--- src/rtl/clkgen_ctl_pkg.sv ---
// Shared types and power-up values for the clock generator control slave.
package clkgen_ctl_pkg;

    // Frame states of the serial link engine.
    typedef enum logic [2:0] {
        ST_IDLE,
        ST_ADDR,
        ST_WDATA,
        ST_RDATA,
        ST_WAIT
    } link_st_t;

    // Power-up value of control byte idx.
    function automatic logic [7:0] reg_default(input int idx);
        case (idx)
            0:       return 8'hF6;
            1:       return 8'h3F;
            2:       return 8'hE0;
            3:       return 8'h7E;
            default: return 8'h00;
        endcase
    endfunction

endpackage

--- src/rtl/bus_line_sync.sv ---
// Synchronises the bus clock and data lines into the system clock domain.
// Produces one-cycle pulses for clock edges and for start/stop conditions.
// Assumes the system clock is far faster than the bus so that no bus
// transition is shorter than SYNC_STAGES+1 system cycles.
module bus_line_sync #(
    parameter int SYNC_STAGES = 2
) (
    input  logic clk,
    input  logic rst_n,
    input  logic scl_i,
    input  logic sda_i,
    output logic sda_lvl,
    output logic scl_rise,
    output logic scl_fall,
    output logic start_det,
    output logic stop_det
);

    logic [SYNC_STAGES:0] scl_pipe;
    logic [SYNC_STAGES:0] sda_pipe;
    logic scl_cur, scl_prev, sda_cur, sda_prev;

    // Shift both lines through the synchroniser and one history stage.
    always_ff @(posedge clk) begin
        if (!rst_n) begin
            scl_pipe <= '1;
            sda_pipe <= '1;
        end else begin
            scl_pipe <= {scl_pipe[SYNC_STAGES-1:0], scl_i};
            sda_pipe <= {sda_pipe[SYNC_STAGES-1:0], sda_i};
        end
    end

    assign scl_cur  = scl_pipe[SYNC_STAGES-1];
    assign scl_prev = scl_pipe[SYNC_STAGES];
    assign sda_cur  = sda_pipe[SYNC_STAGES-1];
    assign sda_prev = sda_pipe[SYNC_STAGES];

    // Edge and condition decode from the current and previous samples.
    always_comb begin
        sda_lvl   = sda_cur;
        scl_rise  = scl_cur & ~scl_prev;
        scl_fall  = ~scl_cur & scl_prev;
        start_det = scl_cur & scl_prev & sda_prev & ~sda_cur;
        stop_det  = scl_cur & scl_prev & ~sda_prev & sda_cur;
    end

endmodule

--- src/rtl/link_engine.sv ---
// Frame engine: address match, byte receive and acknowledge, read transmit.
// Assumes the edge/condition pulses come from bus_line_sync. bit_cnt counts
// bus clock rises in a byte: 1..8 data bits, 9 the acknowledge clock.
module link_engine
    import clkgen_ctl_pkg::*;
#(
    parameter logic [6:0] DEV_ADDR = 7'h69,
    parameter int NREGS  = 6,
    parameter int MAX_WR = 10,
    parameter int CNT_W  = 4,
    parameter int IDX_W  = 3
) (
    input  logic             clk,
    input  logic             rst_n,
    input  logic             pwr_dn,
    input  logic             sda_lvl,
    input  logic             scl_rise,
    input  logic             scl_fall,
    input  logic             start_det,
    input  logic             stop_det,
    input  logic [7:0]       rd_byte,
    output logic             sda_pull,
    output logic             wr_en,
    output logic [IDX_W-1:0] wr_idx,
    output logic [7:0]       wr_data,
    output logic [CNT_W-1:0] byte_pos
);

    localparam logic [CNT_W-1:0] LAST_ACK = CNT_W'(MAX_WR + 2);
    localparam logic [CNT_W-1:0] FIRST_WR = CNT_W'(2);
    localparam logic [CNT_W-1:0] END_WR   = CNT_W'(NREGS + 2);

    link_st_t   state;
    logic [3:0] bit_cnt;
    logic [7:0] shreg;
    logic       rd_mode;
    logic       mack;

    // Frame sequencing; every bus action keys off a synchronised edge.
    always_ff @(posedge clk) begin
        if (!rst_n) begin
            state    <= ST_IDLE;
            bit_cnt  <= '0;
            shreg    <= '0;
            rd_mode  <= 1'b0;
            mack     <= 1'b0;
            sda_pull <= 1'b0;
            wr_en    <= 1'b0;
            wr_idx   <= '0;
            wr_data  <= '0;
            byte_pos <= '0;
        end else begin
            wr_en <= 1'b0;
            if (pwr_dn) begin
                state    <= ST_IDLE;
                sda_pull <= 1'b0;
                bit_cnt  <= '0;
            end else if (start_det) begin
                state    <= ST_ADDR;
                sda_pull <= 1'b0;
                bit_cnt  <= '0;
                byte_pos <= '0;
            end else if (stop_det) begin
                state    <= ST_IDLE;
                sda_pull <= 1'b0;
                bit_cnt  <= '0;
            end else begin
                case (state)
                    ST_ADDR, ST_WDATA: begin
                        if (scl_rise) begin
                            if (bit_cnt < 4'd8) shreg <= {shreg[6:0], sda_lvl};
                            bit_cnt <= bit_cnt + 4'd1;
                        end else if (scl_fall && bit_cnt == 4'd8) begin
                            if (state == ST_ADDR) begin
                                if (shreg[7:1] == DEV_ADDR) begin
                                    sda_pull <= 1'b1;
                                    rd_mode  <= shreg[0];
                                end else begin
                                    state   <= ST_WAIT;
                                    bit_cnt <= '0;
                                end
                            end else if (byte_pos < LAST_ACK) begin
                                sda_pull <= 1'b1;
                                if (byte_pos >= FIRST_WR && byte_pos < END_WR) begin
                                    wr_en   <= 1'b1;
                                    wr_idx  <= IDX_W'(byte_pos - FIRST_WR);
                                    wr_data <= shreg;
                                end
                            end else begin
                                state   <= ST_WAIT;
                                bit_cnt <= '0;
                            end
                        end else if (scl_fall && bit_cnt == 4'd9) begin
                            sda_pull <= 1'b0;
                            bit_cnt  <= '0;
                            if (state == ST_ADDR) begin
                                if (rd_mode) begin
                                    state    <= ST_RDATA;
                                    shreg    <= rd_byte;
                                    sda_pull <= ~rd_byte[7];
                                end else begin
                                    state <= ST_WDATA;
                                end
                            end else begin
                                byte_pos <= byte_pos + CNT_W'(1);
                            end
                        end
                    end
                    ST_RDATA: begin
                        if (scl_rise) begin
                            if (bit_cnt == 4'd8) mack <= ~sda_lvl;
                            bit_cnt <= bit_cnt + 4'd1;
                        end else if (scl_fall) begin
                            if (bit_cnt >= 4'd1 && bit_cnt <= 4'd7) begin
                                shreg    <= {shreg[6:0], 1'b0};
                                sda_pull <= ~shreg[6];
                            end else if (bit_cnt == 4'd8) begin
                                sda_pull <= 1'b0;
                                if (byte_pos != '1) byte_pos <= byte_pos + CNT_W'(1);
                            end else if (bit_cnt == 4'd9) begin
                                bit_cnt <= '0;
                                if (mack) begin
                                    shreg    <= rd_byte;
                                    sda_pull <= ~rd_byte[7];
                                end else begin
                                    state    <= ST_WAIT;
                                    sda_pull <= 1'b0;
                                end
                            end
                        end
                    end
                    default: begin
                        sda_pull <= 1'b0;
                    end
                endcase
            end
        end
    end

endmodule

--- src/rtl/ctl_reg_bank.sv ---
// Control byte storage with fixed power-up values, plus the read stream mux.
// Assumes one write per cycle; position 0 of the read stream is the count.
module ctl_reg_bank
    import clkgen_ctl_pkg::*;
#(
    parameter int NREGS = 6,
    parameter int CNT_W = 4,
    parameter int IDX_W = 3
) (
    input  logic               clk,
    input  logic               rst_n,
    input  logic               wr_en,
    input  logic [IDX_W-1:0]   wr_idx,
    input  logic [7:0]         wr_data,
    input  logic [CNT_W-1:0]   rd_pos,
    output logic [7:0]         rd_byte,
    output logic [NREGS*8-1:0] regs_flat
);

    for (genvar g = 0; g < NREGS; g++) begin : g_byte
        logic [7:0] r;
        // Hold one control byte; load it when addressed.
        always_ff @(posedge clk) begin
            if (!rst_n)                                r <= reg_default(g);
            else if (wr_en && wr_idx == IDX_W'(g))     r <= wr_data;
        end
        assign regs_flat[g*8 +: 8] = r;
    end

    // Select the byte for the current read position.
    always_comb begin
        rd_byte = 8'h00;
        if (rd_pos == '0) rd_byte = 8'(NREGS);
        for (int i = 0; i < NREGS; i++) begin
            if (rd_pos == CNT_W'(i + 1)) rd_byte = regs_flat[i*8 +: 8];
        end
    end

endmodule

--- src/rtl/clkgen_ctl_slave.sv ---
// Top: two-wire serial slave giving write and read access to the
// clock generator control bytes. Assumes clk >= 20x the bus bit rate.
module clkgen_ctl_slave #(
    parameter logic [6:0] DEV_ADDR    = 7'h69,
    parameter int         NREGS       = 6,
    parameter int         MAX_WR      = 10,
    parameter int         SYNC_STAGES = 2
) (
    input  logic               clk,
    input  logic               rst_n,
    input  logic               pwr_dn,
    input  logic               scl_i,
    input  logic               sda_i,
    output logic               sda_pull_o,
    output logic [NREGS*8-1:0] ctl_bytes_o
);

    localparam int CNT_W = $clog2(MAX_WR + 3);
    localparam int IDX_W = (NREGS > 1) ? $clog2(NREGS) : 1;

    logic             sda_lvl, scl_rise, scl_fall, start_det, stop_det;
    logic             wr_en;
    logic [IDX_W-1:0] wr_idx;
    logic [7:0]       wr_data, rd_byte;
    logic [CNT_W-1:0] byte_pos;

    bus_line_sync #(.SYNC_STAGES(SYNC_STAGES)) i_sync (
        .clk(clk), .rst_n(rst_n), .scl_i(scl_i), .sda_i(sda_i),
        .sda_lvl(sda_lvl), .scl_rise(scl_rise), .scl_fall(scl_fall),
        .start_det(start_det), .stop_det(stop_det)
    );

    link_engine #(
        .DEV_ADDR(DEV_ADDR), .NREGS(NREGS), .MAX_WR(MAX_WR),
        .CNT_W(CNT_W), .IDX_W(IDX_W)
    ) i_engine (
        .clk(clk), .rst_n(rst_n), .pwr_dn(pwr_dn), .sda_lvl(sda_lvl),
        .scl_rise(scl_rise), .scl_fall(scl_fall), .start_det(start_det),
        .stop_det(stop_det), .rd_byte(rd_byte), .sda_pull(sda_pull_o),
        .wr_en(wr_en), .wr_idx(wr_idx), .wr_data(wr_data), .byte_pos(byte_pos)
    );

    ctl_reg_bank #(.NREGS(NREGS), .CNT_W(CNT_W), .IDX_W(IDX_W)) i_bank (
        .clk(clk), .rst_n(rst_n), .wr_en(wr_en), .wr_idx(wr_idx),
        .wr_data(wr_data), .rd_pos(byte_pos), .rd_byte(rd_byte),
        .regs_flat(ctl_bytes_o)
    );

endmodule

--- config.mk ---
export PLATFORM = sky130hd
export DESIGN_NAME = clkgen_ctl_slave
export DESIGN_NICKNAME = d
export VERILOG_FILES = /design/src/rtl/clkgen_ctl_pkg.sv /design/src/rtl/bus_line_sync.sv /design/src/rtl/link_engine.sv /design/src/rtl/ctl_reg_bank.sv /design/src/rtl/clkgen_ctl_slave.sv
export SDC_FILE = /design/constraint.sdc
export NUM_CORES = 1
export LEC_CHECK = 0
export BUFFER_PORTS_ARGS = -buffer_cell sky130_fd_sc_hd__buf_2
export CAP_MARGIN = 20
export CELL_PAD_IN_SITES_DETAIL_PLACEMENT = 0
export CELL_PAD_IN_SITES_GLOBAL_PLACEMENT = 2
export CORE_MARGIN = 10
export CORE_UTILIZATION = 25
export CTS_CLUSTER_SIZE = 12
export DETAILED_ROUTE_END_ITERATION = 10
export PLACE_DENSITY = 0.64
export SETUP_SLACK_MARGIN = 0.1
export SLEW_MARGIN = 20
export SYNTH_ARGS = -nofsm -noshare
export SYNTH_HDL_FRONTEND = slang
export SYNTH_HIERARCHICAL = 1
export SYNTH_SLANG_ARGS = --single-unit
--- constraint.sdc ---
create_clock -name clk -period 2.8 [get_ports clk]
set_input_delay 0.14 -clock clk [delete_from_list [all_inputs] [get_ports clk]]
set_output_delay 0.14 -clock clk [all_outputs]
set_load 0.02 [all_outputs]
==> metrics.md <==
| Metric | Value |
|---|---|
| Status | `complete, no violations` |
| Cell chain of the critical path | `nand2_1, o221ai_1, nor2_1, a2bb2oi_1, o41ai_1, a2bb2oi_1, a311oi_1` |
| Yosys top cell area share | `0.377` |
| Synthesized cell area | `4670 um2` |
| Port bufs | `53` |
| Clk buf depth | `2` |
| CP Max Fanout | `12` |
| Slew headroom | `0.467` |
| Vias post-DR | `4,371` |
| Detail Route Antenna Nets | `0` |
| Clk slew on worst S/H paths | `0.07 ns` |
| Initial drt markers | `212` |
| Largest net degree at the start of global routing | `53` |
| Final #Nets | `631` |
| Clk root buf | `clkbuf_16` |
| Clk_lat worst skew | `0.35 ns` |
| Synth async-reset ratio | `0` |
| GRT Total Usage | `0.129` |
| CP peak stage delay | `0.59 ns` |
| Startpoint types | `register` |
| Drt total wl | `15,800 um` |
| Die area | `24,600 um2` |
| Cells resized by post-CTS repair | `0` |
| GR peak layer | `met2` |
| Most frequent CP cell | `a2bb2oi_1` |
| Rows | `49` |
| # IOs | `54` |
| Fin crit share | `0.859` |
| Measured slew at the worst slew-check pin | `0.798 ns` |
| Synthesis-to-layout area growth | `18.7%` |
| # Post-CTS Setup Buffers | `0` |
| CTS Sinks | `88` |
| Mapped Nets | `583` |
| Leakage power | `2.18 nW` |
| Syn. warnings | `6` |
| Die W | `157 um` |
| Drt via density | `5.13` |
| Ant diodes | `0` |
| M2 GR Usage | `0.198` |
| TNS Setup | `0 ns` |
| Final Cell Area | `5550 um2` |
| GRT overflow | `0` |
| 1st-pass router iterations | `4` |
| Worst vdd ir | `316 uV` |
| Count of pins over their slew limit | `0` |
| Synth cell types | `71` |
| Global-route wire length before repair | `24,900 um` |
| CP max stage cell | `dfxtp_1` |
| CP endpoint kind | `register` |
| Sequential-to-total area share from yosys stat | `0.377` |
| Hold Crit Class | `input pin to register` |
| Met3 global-route usage | `0.0304` |
| Yosys top cell by area | `dfxtp_1` |
| Dominant cells by area after synthesis | `dfxtp_1, nand2_1, a21boi_1, mux2i_1, nand3_1` |
| Num CTS Buffers | `9` |
| Die H | `157 um` |
| Core Area | `18,200 um2` |
| Hold Buf Count CTS | `2` |
| Synth Area per Inst | `8.19 um2` |
| RePlAce Congestion | `0.855` |
| Fmax | `0.416 GHz` |
| Crit Path Category | `register to register` |
| Final critical-path required period | `2.40 ns` |
| RSZ-0062 raised after global routing | `no` |
| Number of synthesized flops with an enable pin | `0` |
| Hold Vio Cnt, Final | `0` |
| Yosys reg bits | `88` |
| Max_cap viols | `0` |
| Finish-stage setup viols | `0` |
| CTS tree | `done` |
| Clock Skew | `0.0104 ns` |
| Slack of the critical path | `0.395 ns` |
| Placed cell areas | `5170 um2` |
| Post-route DRC violation count | `0` |
| Critical path arrival | `2.65 ns` |
| Initial antenna violation count | `0` |
| Post-Place Worst Slack | `0.451 ns` |
| H-tree levels | `3` |
| Layout cells sized above 1 | `0.169` |
| Worst path required time | `3.05 ns` |
| Global-route met1 utilization | `0.176` |
| PwrDens | `511 nW/um2` |
| Mapped Cells | `571` |
| Vias in the first global route | `4,191` |
| Starting Density | `0.257` |
| Post-DP HPWL | `11,900 um` |
| Routed len/inst | `18.6 um` |
| Ys flop type | `dfxtp_1` |
## synthesized netlist by cell type, types with 10 or more instances
cell type  count
clkbuf_1      14
o22ai_1       10
mux2i_1       16
a31oi_1       11
a21oi_1       24
a21boi_1      26
nand3_1       30
dfxtp_1       88
inv_1         12
nand2_1      125
nand2b_1      15
nor2_1        28
o21bai_1      10
## metrics by stage
stage	std cells	utilization	total power [W]	hold slack, ns
CTS	852	0.305	0.00288	0.0573
finish	852	0.305	0.00283	0.0604
global placement	835	0.284	0.00138	0.330
detailed placement	835	0.284	0.00138	0.331
global route	852	0.305	0.00293	0.0748
floorplan	571	-	0.00135	0.213
## routing by layer
metal	vias up	routed length [um]
met2	82	7110
met5	-	0
met3	11	636
li1	2148	-
met4	0	201
met1	2130	7890
## final cells by class
type	count	area (um2)
Fill cell	1932	12700
Multi-Input combinational cell	436	2680
Sequential cell	88	1760
Timing Repair Buffer	72	413
Tap cell	229	287
Clock buffer	10	229
Clock inverter	5	129
Inverter	12	45.0
## critical path, delay by kind of cell (launching register included)
family	cells	cell delay (ns)
simple gates	2	0.37
flops	1	0.59
compound gates	5	1.34
## flip-flops by register name, summed over array words and instances (netlist names), 4 cells and up
| name | count |
|---|---|
| i_bank/g_byte.r | 48 |
| i_engine/shreg | 8 |
| i_engine/wr_data | 8 |
| i_engine/bit_cnt | 4 |
| i_engine/byte_pos | 4 |
## cell families (layout without fill, tap and decap cells)
family	after synthesis	in the layout	synth area share
and+or+nand+nor	268	268	0.295
AOI/OAI and AO/OA	144	144	0.223
DFF	88	88	0.377
buffers and inverters	47	99	0.0506
muxes	16	16	0.0343
adders and majority gates	7	7	0.0187
xor gates and xnor gates	1	1	0.00187
## cells in the final DEF (no fill, tap or decap), types with 3 or more instances in the layout
cell       count
a21boi_1      26
a21o_1         3
a21oi_1       24
a2bb2oi_1      9
a311oi_1       9
a31oi_1       11
and2_1         4
and3_1         3
and3b_1        4
and4b_1        3
buf_2         53
buf_4         17
bufinv_16      4
clkbuf_16      9
dfxtp_1       88
ha_1           7
inv_1         12
mux2i_1       16
nand2_1      125
nand2_2        3
nand2b_1      15
nand3_1       30
nand3b_1       4
nand4_1        4
nor2_1        28
nor2_2         3
nor2b_1        7
nor3_1         8
nor4_1         3
o21ai_0        8
o21ai_1        3
o21bai_1      10
o221ai_1       7
o22ai_1       10
or4_1          3
## path summary, 6_finish.rpt
path              slack (ns)                        endpoint                              start  depth (start not counted)
setup reg to reg        0.40  i_engine/sda_pull$_SDFFE_PP0P_  i_engine/byte_pos[1]$_SDFFE_PN0P_                          7
hold reg to reg         0.41   i_sync/sda_pipe[1]$_SDFF_PN1_      i_sync/sda_pipe[0]$_SDFF_PN1_                          1
setup / recovery        0.40  i_engine/sda_pull$_SDFFE_PP0P_  i_engine/byte_pos[1]$_SDFFE_PN0P_                          7
hold / removal          0.06   i_sync/sda_pipe[0]$_SDFF_PN1_                              rst_n                          2
## where the power goes
group	total, W	internal (W)	leakage (nW)	switching, W
Sequential	0.00127	0.00126	0.711	0.00000699
Clock	0.00148	0.000961	0.173	0.000520
Combinational	0.0000873	0.0000318	1.29	0.0000554
Total	0.00283	0.00225	2.18	0.000582
Power figures use the tool's default switching activity.
